**src/rtl/ssp_pkg.sv**
```systemverilog
package ssp_pkg;
  typedef enum logic {ST_IDLE = 1'b0, ST_RUN = 1'b1} run_state_e;
endpackage

```
**src/rtl/ssp_baud.sv**
```systemverilog
module ssp_baud #(
  parameter int DIV_W = 7
) (
  input  logic             clk,
  input  logic             rst,
  input  logic             run,
  input  logic [DIV_W-1:0] div,
  output logic             half_tick
);
  logic [DIV_W-1:0] cnt;
  logic [DIV_W-1:0] div_eff;

  // reserved divider value 0 runs as 1
  assign div_eff   = (div == '0) ? DIV_W'(1) : div;
  assign half_tick = run && (cnt == div_eff);

  always_ff @(posedge clk) begin
    if (rst || !run) cnt <= '0;
    else if (cnt == div_eff) cnt <= '0;
    else cnt <= cnt + DIV_W'(1);
  end

  // a half period is never shorter than two clocks
  p_tick_spacing_r2: assert property (@(posedge clk) disable iff (rst)
    half_tick |=> !half_tick);
endmodule

```
**src/rtl/ssp_seq.sv**
```systemverilog
module ssp_seq
  import ssp_pkg::*;
#(
  parameter int HALF_W = 8
) (
  input  logic              clk,
  input  logic              rst,
  input  logic              en,
  input  logic              start,
  input  logic              half_tick,
  input  logic [HALF_W-1:0] half_tot,
  output logic              accept,
  output logic              run,
  output logic [HALF_W-1:0] half_idx,
  output logic              last_tick,
  output logic              done
);
  run_state_e st;

  assign run       = (st == ST_RUN);
  assign accept    = en && start && !run;
  assign last_tick = run && half_tick && (half_idx == half_tot - HALF_W'(1));

  always_ff @(posedge clk) begin
    if (rst) begin
      st       <= ST_IDLE;
      half_idx <= '0;
      done     <= 1'b0;
    end else begin
      done <= 1'b0;
      if (!en) begin
        st <= ST_IDLE;
      end else if (accept) begin
        st       <= ST_RUN;
        half_idx <= '0;
      end else if (run && half_tick) begin
        if (last_tick) begin
          st   <= ST_IDLE;
          done <= 1'b1;
        end else begin
          half_idx <= half_idx + HALF_W'(1);
        end
      end
    end
  end

  p_disabled_stops_r9: assert property (@(posedge clk) disable iff (rst)
    !en |=> !run && !done);
  p_busy_start_ignored_r10: assert property (@(posedge clk) disable iff (rst)
    (run && en && start && !last_tick) |=> run);
  p_done_single_r11: assert property (@(posedge clk) disable iff (rst)
    done |=> !done);
  p_half_hold_r2: assert property (@(posedge clk) disable iff (rst)
    (run && en && !half_tick) |=> (half_idx == $past(half_idx)));
endmodule

```
**src/rtl/ssp_pins.sv**
```systemverilog
module ssp_pins #(
  parameter int DATA_W = 16,
  parameter int LEN_W  = 4,
  parameter int POS_W  = 6,
  parameter int BW     = 7
) (
  input  logic              clk,
  input  logic              rst,
  input  logic              run,
  input  logic [BW-1:0]     base,
  input  logic              phase,
  input  logic              in_bits,
  input  logic              last_bit,
  input  logic [LEN_W-1:0]  bit_idx,
  input  logic [DATA_W-1:0] tx_q,
  input  logic              cpol_q,
  input  logic              fpol_q,
  input  logic              mask_q,
  input  logic [POS_W-1:0]  fs_q,
  input  logic [POS_W-1:0]  fe_q,
  input  logic              cpol_live,
  input  logic              fpol_live,
  output logic              sclk_o,
  output logic              sdo_o,
  output logic              frame_o
);
  logic sclk_d, sdo_d, frame_d, frm_on, clk_gate;

  assign clk_gate = in_bits && !(mask_q && last_bit);
  assign frm_on   = (fe_q > fs_q) && (base >= BW'(fs_q)) && (base < BW'(fe_q));

  always_comb begin
    if (!run) begin
      sclk_d  = cpol_live;
      sdo_d   = 1'b0;
      frame_d = ~fpol_live;
    end else begin
      sclk_d  = clk_gate ? (phase ? cpol_q : ~cpol_q) : cpol_q;
      sdo_d   = in_bits ? tx_q[bit_idx] : 1'b0;
      frame_d = frm_on ? fpol_q : ~fpol_q;
    end
  end

  always_ff @(posedge clk) begin
    if (rst) begin
      sclk_o  <= 1'b0;
      sdo_o   <= 1'b0;
      frame_o <= 1'b0;
    end else begin
      sclk_o  <= sclk_d;
      sdo_o   <= sdo_d;
      frame_o <= frame_d;
    end
  end

  p_frame_empty_r7: assert property (@(posedge clk) disable iff (rst)
    (run && !(fe_q > fs_q)) |=> (frame_o == !fpol_q));
  p_mask_quiet_r5: assert property (@(posedge clk) disable iff (rst)
    (run && mask_q && in_bits && last_bit) |=> (sclk_o == cpol_q));
endmodule

```
**src/rtl/ssp_rx.sv**
```systemverilog
module ssp_rx #(
  parameter int DATA_W = 16,
  parameter int LEN_W  = 4
) (
  input  logic              clk,
  input  logic              rst,
  input  logic              clear,
  input  logic              sample,
  input  logic [LEN_W-1:0]  bit_idx,
  input  logic              sdi,
  input  logic              finish,
  output logic [DATA_W-1:0] rx_word
);
  logic [DATA_W-1:0] acc;

  always_ff @(posedge clk) begin
    if (rst) begin
      acc     <= '0;
      rx_word <= '0;
    end else begin
      if (clear) acc <= '0;
      else if (sample) acc[bit_idx] <= sdi;
      if (finish) rx_word <= acc;
    end
  end

  p_rx_stable_r11: assert property (@(posedge clk) disable iff (rst)
    !finish |=> $stable(rx_word));
endmodule

```
**src/rtl/sync_serial_shifter.sv**
```systemverilog
module sync_serial_shifter #(
  parameter int LEN_W  = 4,
  parameter int DIV_W  = 7,
  parameter int DLY_W  = 2,
  parameter int POS_W  = 6,
  parameter int DATA_W = 1 << LEN_W
) (
  input  logic              clk,
  input  logic              rst,
  input  logic              start,
  input  logic [DATA_W-1:0] tx_word,
  input  logic              sdi,
  input  logic              cfg_enable,
  input  logic              cfg_msb_first,
  input  logic [LEN_W-1:0]  cfg_len_m1,
  input  logic              cfg_len_ext,
  input  logic [LEN_W-1:0]  ext_len_m1,
  input  logic [DIV_W-1:0]  cfg_div,
  input  logic              cfg_cpol,
  input  logic              cfg_mask_last,
  input  logic [DLY_W-1:0]  cfg_delay,
  input  logic              cfg_fpol,
  input  logic [POS_W-1:0]  cfg_frm_start,
  input  logic [POS_W-1:0]  cfg_frm_end,
  output logic              sclk,
  output logic              sdo,
  output logic              frame,
  output logic              busy,
  output logic              done,
  output logic [DATA_W-1:0] rx_word
);
  localparam int BW     = POS_W + 1;
  localparam int HALF_W = BW + 1;

  logic              accept, run, half_tick, last_tick;
  logic [HALF_W-1:0] half_idx, half_tot;
  logic [DATA_W-1:0] tx_q;
  logic [LEN_W-1:0]  len_q, bit_k, bit_idx;
  logic [DLY_W-1:0]  dly_q, dly_eff;
  logic [POS_W-1:0]  fs_q, fe_q;
  logic [DIV_W-1:0]  div_q;
  logic              msb_q, cpol_q, mask_q, fpol_q;
  logic [BW-1:0]     base, bits_end, frm_end, last_base, kk;
  logic              in_bits, last_bit, phase;

  // configuration captured when a transfer is accepted
  always_ff @(posedge clk) begin
    if (rst) begin
      tx_q <= '0; len_q <= '0; dly_q <= '0; fs_q <= '0; fe_q <= '0;
      div_q <= '0; msb_q <= 1'b0; cpol_q <= 1'b0; mask_q <= 1'b0; fpol_q <= 1'b0;
    end else if (accept) begin
      tx_q   <= tx_word;
      len_q  <= cfg_len_ext ? ext_len_m1 : cfg_len_m1;
      dly_q  <= cfg_delay;
      fs_q   <= cfg_frm_start;
      fe_q   <= cfg_frm_end;
      div_q  <= cfg_div;
      msb_q  <= cfg_msb_first;
      cpol_q <= cfg_cpol;
      mask_q <= cfg_mask_last;
      fpol_q <= cfg_fpol;
    end
  end

  // position decode shared by the pin and receive paths
  assign dly_eff   = (dly_q == '0) ? DLY_W'(1) : dly_q;
  assign base      = half_idx[HALF_W-1:1];
  assign phase     = half_idx[0];
  assign bits_end  = BW'(dly_eff) + BW'(len_q) + BW'(1);
  assign frm_end   = (fe_q > fs_q) ? BW'(fe_q) : '0;
  assign last_base = (frm_end > bits_end) ? frm_end : bits_end;
  assign half_tot  = {last_base, 1'b0};
  assign in_bits   = run && (base >= BW'(dly_eff)) && (base < bits_end);
  assign kk        = base - BW'(dly_eff);
  assign bit_k     = kk[LEN_W-1:0];
  assign last_bit  = (kk == BW'(len_q));
  assign bit_idx   = msb_q ? (len_q - bit_k) : bit_k;

  ssp_baud #(.DIV_W(DIV_W)) u_baud (
    .clk(clk), .rst(rst), .run(run), .div(div_q), .half_tick(half_tick));

  ssp_seq #(.HALF_W(HALF_W)) u_seq (
    .clk(clk), .rst(rst), .en(cfg_enable), .start(start), .half_tick(half_tick),
    .half_tot(half_tot), .accept(accept), .run(run), .half_idx(half_idx),
    .last_tick(last_tick), .done(done));

  ssp_pins #(.DATA_W(DATA_W), .LEN_W(LEN_W), .POS_W(POS_W), .BW(BW)) u_pins (
    .clk(clk), .rst(rst), .run(run), .base(base), .phase(phase),
    .in_bits(in_bits), .last_bit(last_bit), .bit_idx(bit_idx), .tx_q(tx_q),
    .cpol_q(cpol_q), .fpol_q(fpol_q), .mask_q(mask_q), .fs_q(fs_q), .fe_q(fe_q),
    .cpol_live(cfg_cpol), .fpol_live(cfg_fpol),
    .sclk_o(sclk), .sdo_o(sdo), .frame_o(frame));

  ssp_rx #(.DATA_W(DATA_W), .LEN_W(LEN_W)) u_rx (
    .clk(clk), .rst(rst), .clear(accept),
    .sample(run && half_tick && !phase && in_bits),
    .bit_idx(bit_idx), .sdi(sdi), .finish(last_tick), .rx_word(rx_word));

  assign busy = run;

  p_busy_after_accept_r12: assert property (@(posedge clk) disable iff (rst)
    accept |=> busy);
  p_done_ends_busy_r11: assert property (@(posedge clk) disable iff (rst)
    done |-> !busy);
endmodule

```
**config.mk**
```make
export PLATFORM = sky130hd
export DESIGN_NAME = sync_serial_shifter
export DESIGN_NICKNAME = d
export VERILOG_FILES = /design/src/rtl/ssp_pkg.sv /design/src/rtl/ssp_baud.sv /design/src/rtl/ssp_seq.sv /design/src/rtl/ssp_pins.sv /design/src/rtl/ssp_rx.sv /design/src/rtl/sync_serial_shifter.sv
export SDC_FILE = /design/constraint.sdc
export NUM_CORES = 1
export LEC_CHECK = 0
export BUFFER_PORTS_ARGS = -buffer_cell sky130_fd_sc_hd__buf_2
export CORE_AREA = 10 10 116 118
export DETAILED_ROUTE_END_ITERATION = 7
export DIE_AREA = 0 0 126 128
export HOLD_SLACK_MARGIN = 0.06
export PLACE_DENSITY = 0.7
export REMOVE_ABC_BUFFERS = 1
export SYNTH_ARGS = -nofsm -noshare
export SYNTH_HDL_FRONTEND = slang
export SYNTH_SLANG_ARGS = --single-unit
```
**constraint.sdc**
```tcl
create_clock -name clk -period 6.48 [get_ports clk]
set_input_delay 0.648 -clock clk [delete_from_list [all_inputs] [get_ports clk]]
set_output_delay 0.648 -clock clk [all_outputs]
set_load 0.01 [all_outputs]
```
==> summary.md <==
| Metric | Value |
|---|---|
| Final ANT Viol Nets | `0` |
| Width of the die | `126 um` |
| Status | `completed` |
| Simple-Gate Fraction of Synth Area | `0.236` |
| Fraction of layout cells with a size suffix above 1 | `0.145` |
| Initial antenna violation count | `0` |
| Initial core utilization | `0.489` |
| Final setup violation count | `0` |
| Post-Synthesis Cells | `698` |
| Layout area overhead | `12.6%` |
| Total gr overflow | `0` |
| HP Class | `flip-flop to flip-flop` |
| Finished Cell Area | `0.00618 mm2` |
| RePlAce Congestion | `0.941` |
| DR vias | `5030` |
| Power Density | `225 mW/mm2` |
| Post-synth EDFFs | `0` |
| Placed Area | `0.00591 mm2` |
| Ranking of synthesized cells by area | `dfxtp_1, nand2_1, a21oi_1` |
| Clock transition at path regs | `0.07 ns` |
| Ys flop type | `dfxtp_1` |
| Clock root cell | `clkbuf_16` |
| Final cycle utilization of the critical path | `0.789` |
| TritonRoute pass-1 iters | `5` |
| Tmin final | `5.11 ns` |
| DRC viols | `0` |
| Clock Tree Buf Depth | `2` |
| Synth area leader | `dfxtp_1` |
| Fmax | `0.196 GHz` |
| Worst-Margin Slew | `0.948 ns` |
| Unrepaired setup endpoints after global routing | `false` |
| Startpoint types | `flip-flop` |
| Core area | `0.0112 mm2` |
| Drt total wl | `14100 um` |
| Post-route setup TNS | `0 ns` |
| Setup crit end kind | `flip-flop` |
| Antenna Cells | `0` |
| Largest net degree at the start of global routing | `72` |
| Crit Path Category | `flip-flop to flip-flop` |
| Drt wl/cell | `15.7 um` |
| Port bufs | `75` |
| Vias per Instance | `5.61` |
| Post_cts resized | `0` |
| #FFs+latches synth | `97` |
| Top post-synthesis cells by count | `nand2_1, dfxtp_1, a21oi_1, nor2_1, ha_1` |
| Post-Syn Area | `0.00549 mm2` |
| Leak Pwr | `0.00243 uW` |
| Clk Latency, worst-skew pair | `0.36 ns` |
| Max Slew Vio Count | `0` |
| Post-synthesis mux area share | `0.0221` |
| DRT iter0 DRCs | `362` |
| XOR/XNOR share of the synthesized area | `0.0456` |
| Library cells used by synthesis | `72` |
| Adder-Cell Fraction of Synth Area | `0.0931` |
| Register area share after synthesis | `0.354` |
| Worst Hold Launch | `u_rx.rx_word[1]` |
| DIE HEIGHT | `128 um` |
| Post-CTS setup buffer count | `0` |
| Synth Area per Inst | `7.86 um2` |
| CP startpoint | `fe_q[5]` |
| Placed wire-length estimate | `10200 um` |
| Critical Path AT | `5.40 ns` |
| Post-synthesis compound-gate area fraction | `0.204` |
| Syn. warnings | `0` |
| GRT Total Usage | `0.173` |
| Hold Buf Count CTS | `0` |
| CTS sink cnt | `97` |
| First-pass GRT wire length | `23300 um` |
| Reg2reg start | `fe_q[5]` |
| Hold Fails Final Rpt | `0` |
| Vias in the first global route | `4947` |
| Fin nets | `844` |
| Main combinational cell family by area after synthesis | `simple AND/OR/NAND/NOR gates` |
| Slew margin rel. | `0.368` |
| IO Pins | `76` |
| Yosys top cell area share | `0.354` |
| # rows | `39` |
| Num CTS Buffers | `9` |
| H-tree levels | `3` |
| CP max FO | `31` |
| Min Hold Slack | `0.449 ns` |
| Worst Skew | `0.0104 ns` |
| Max cap viols | `0` |
| Worst endpoint required time | `6.76 ns` |
| Synth async-reset ratio | `0` |
| Die area | `0.0161 mm2` |
| Top-count cell post-synth | `nand2_1` |
| Maximum VDD drop | `157 uV` |
| CTS tree | `built` |
## where the power goes
part / total, uW / switching (uW) / leakage [uW] / internal, uW
Sequential: 625 / 14.0 / 0.000787 / 611
Combinational: 265 / 154 / 0.00151 / 111
Clock: 503 / 243 / 0.000128 / 260
Total: 1390 / 411 / 0.00243 / 982
## worst paths after layout
path | cells after the start | slack (ns) | to
worst min-delay path | 2 | 0.45 | u_rx.rx_word[1]
worst max-delay path | 20 | 1.37 | u_seq.half_idx[1]
worst max register to register | 20 | 1.37 | u_seq.half_idx[1]
worst min register to register | 2 | 0.45 | u_rx.rx_word[1]
## cells in the final DEF (no fill, tap or decap), types with 2 or more instances in the layout
cell          n
clkbuf_16     9
inv_6         2
nand3_1       7
o31ai_1       3
dfxtp_1      97
o22a_1        2
nand4_1       3
nand2b_1     11
o211ai_1      3
or3_1         4
a21oi_1      90
fa_1          3
a21boi_1      2
ha_1         36
and3_1        3
xor2_1        9
a21o_1        3
nand2_1     155
and2_1        5
nor2_1       44
or4_1         7
nor3_1        7
buf_4         3
a211oi_1     16
xnor2_1      17
o22ai_1       2
inv_1        25
nor2b_1      11
clkinv_2      2
clkinvlp_4    2
buf_2        75
mux2i_1      11
nor4_1        6
nand3b_1      4
o21a_1        5
o21ai_0      28
o21ai_1       3
nor4b_1       2
## metal layers
layer  routed length [um]  GRT usage  vias to the layer above  share of wire
li1                     -          -                     2522              -
met1                 6440      0.214                     2327           0.46
met2                 6620      0.278                      149           0.47
met3                  718     0.0343                       32          0.051
met4                  338     0.0884                        0          0.024
met5                    0          0                        -              0
## cell families after synthesis
| group | count (synthesis) |
|---|---|
| AOI/OAI and AO/OA | 179 |
| xor gates and xnor gates | 27 |
| adders and majority gates | 39 |
| buffers and inverters | 62 |
| DFF | 97 |
| muxes | 12 |
| and+or+nand+nor | 282 |
## state kept, by name, summed over array words and instances (netlist names)
name and count:
u_baud.cnt 7, len_q 4, u_pins.sclk_o 1, fe_q 6
u_rx.rx_word 16, u_pins.frame_o 1, cpol_q 1, tx_q 16
u_seq.run 1, mask_q 1, u_seq.done 1, dly_q 2
div_q 7, msb_q 1, u_seq.half_idx 8, u_rx.acc 16
u_pins.sdo_o 1, fpol_q 1, fs_q 6
## worst max-delay path, stage by stage (launching register included)
cell,delay [ns]
dfxtp_1,0.48
ha_1,0.34
a21oi_1,0.31
a31oi_4,0.18
and2_1,0.19
ha_1,0.30
nor2b_1,0.13
o21ai_0,0.17
a21oi_1,0.20
or3_1,0.44
and2_1,0.19
ha_1,0.31
xor2_1,0.15
nand2_1,0.14
nor4_1,0.06
nand3_1,0.12
a21boi_1,0.08
mux2_1,0.31
o221a_4,0.23
or4_1,0.53
a21oi_1,0.17
## cell type report
type	instances	area (um2)
Fill cell	1039	5040
Multi-Input combinational cell	539	3300
Sequential cell	97	1940
Timing Repair Buffer	78	398
Clock buffer	9	225
Tap cell	143	179
Inverter	25	93.8
Clock inverter	6	42.5
## through the flow
step	setup WS, ns	instances	power, uW	utilization
floorplan	1.94	661	822	-
global placement	1.68	882	886	0.527
detailed placement	1.44	882	899	0.527
CTS	1.44	897	1400	0.551
global route	1.07	897	1450	0.551
finish	1.37	897	1390	0.551
Power figures use the tool's default switching activity.
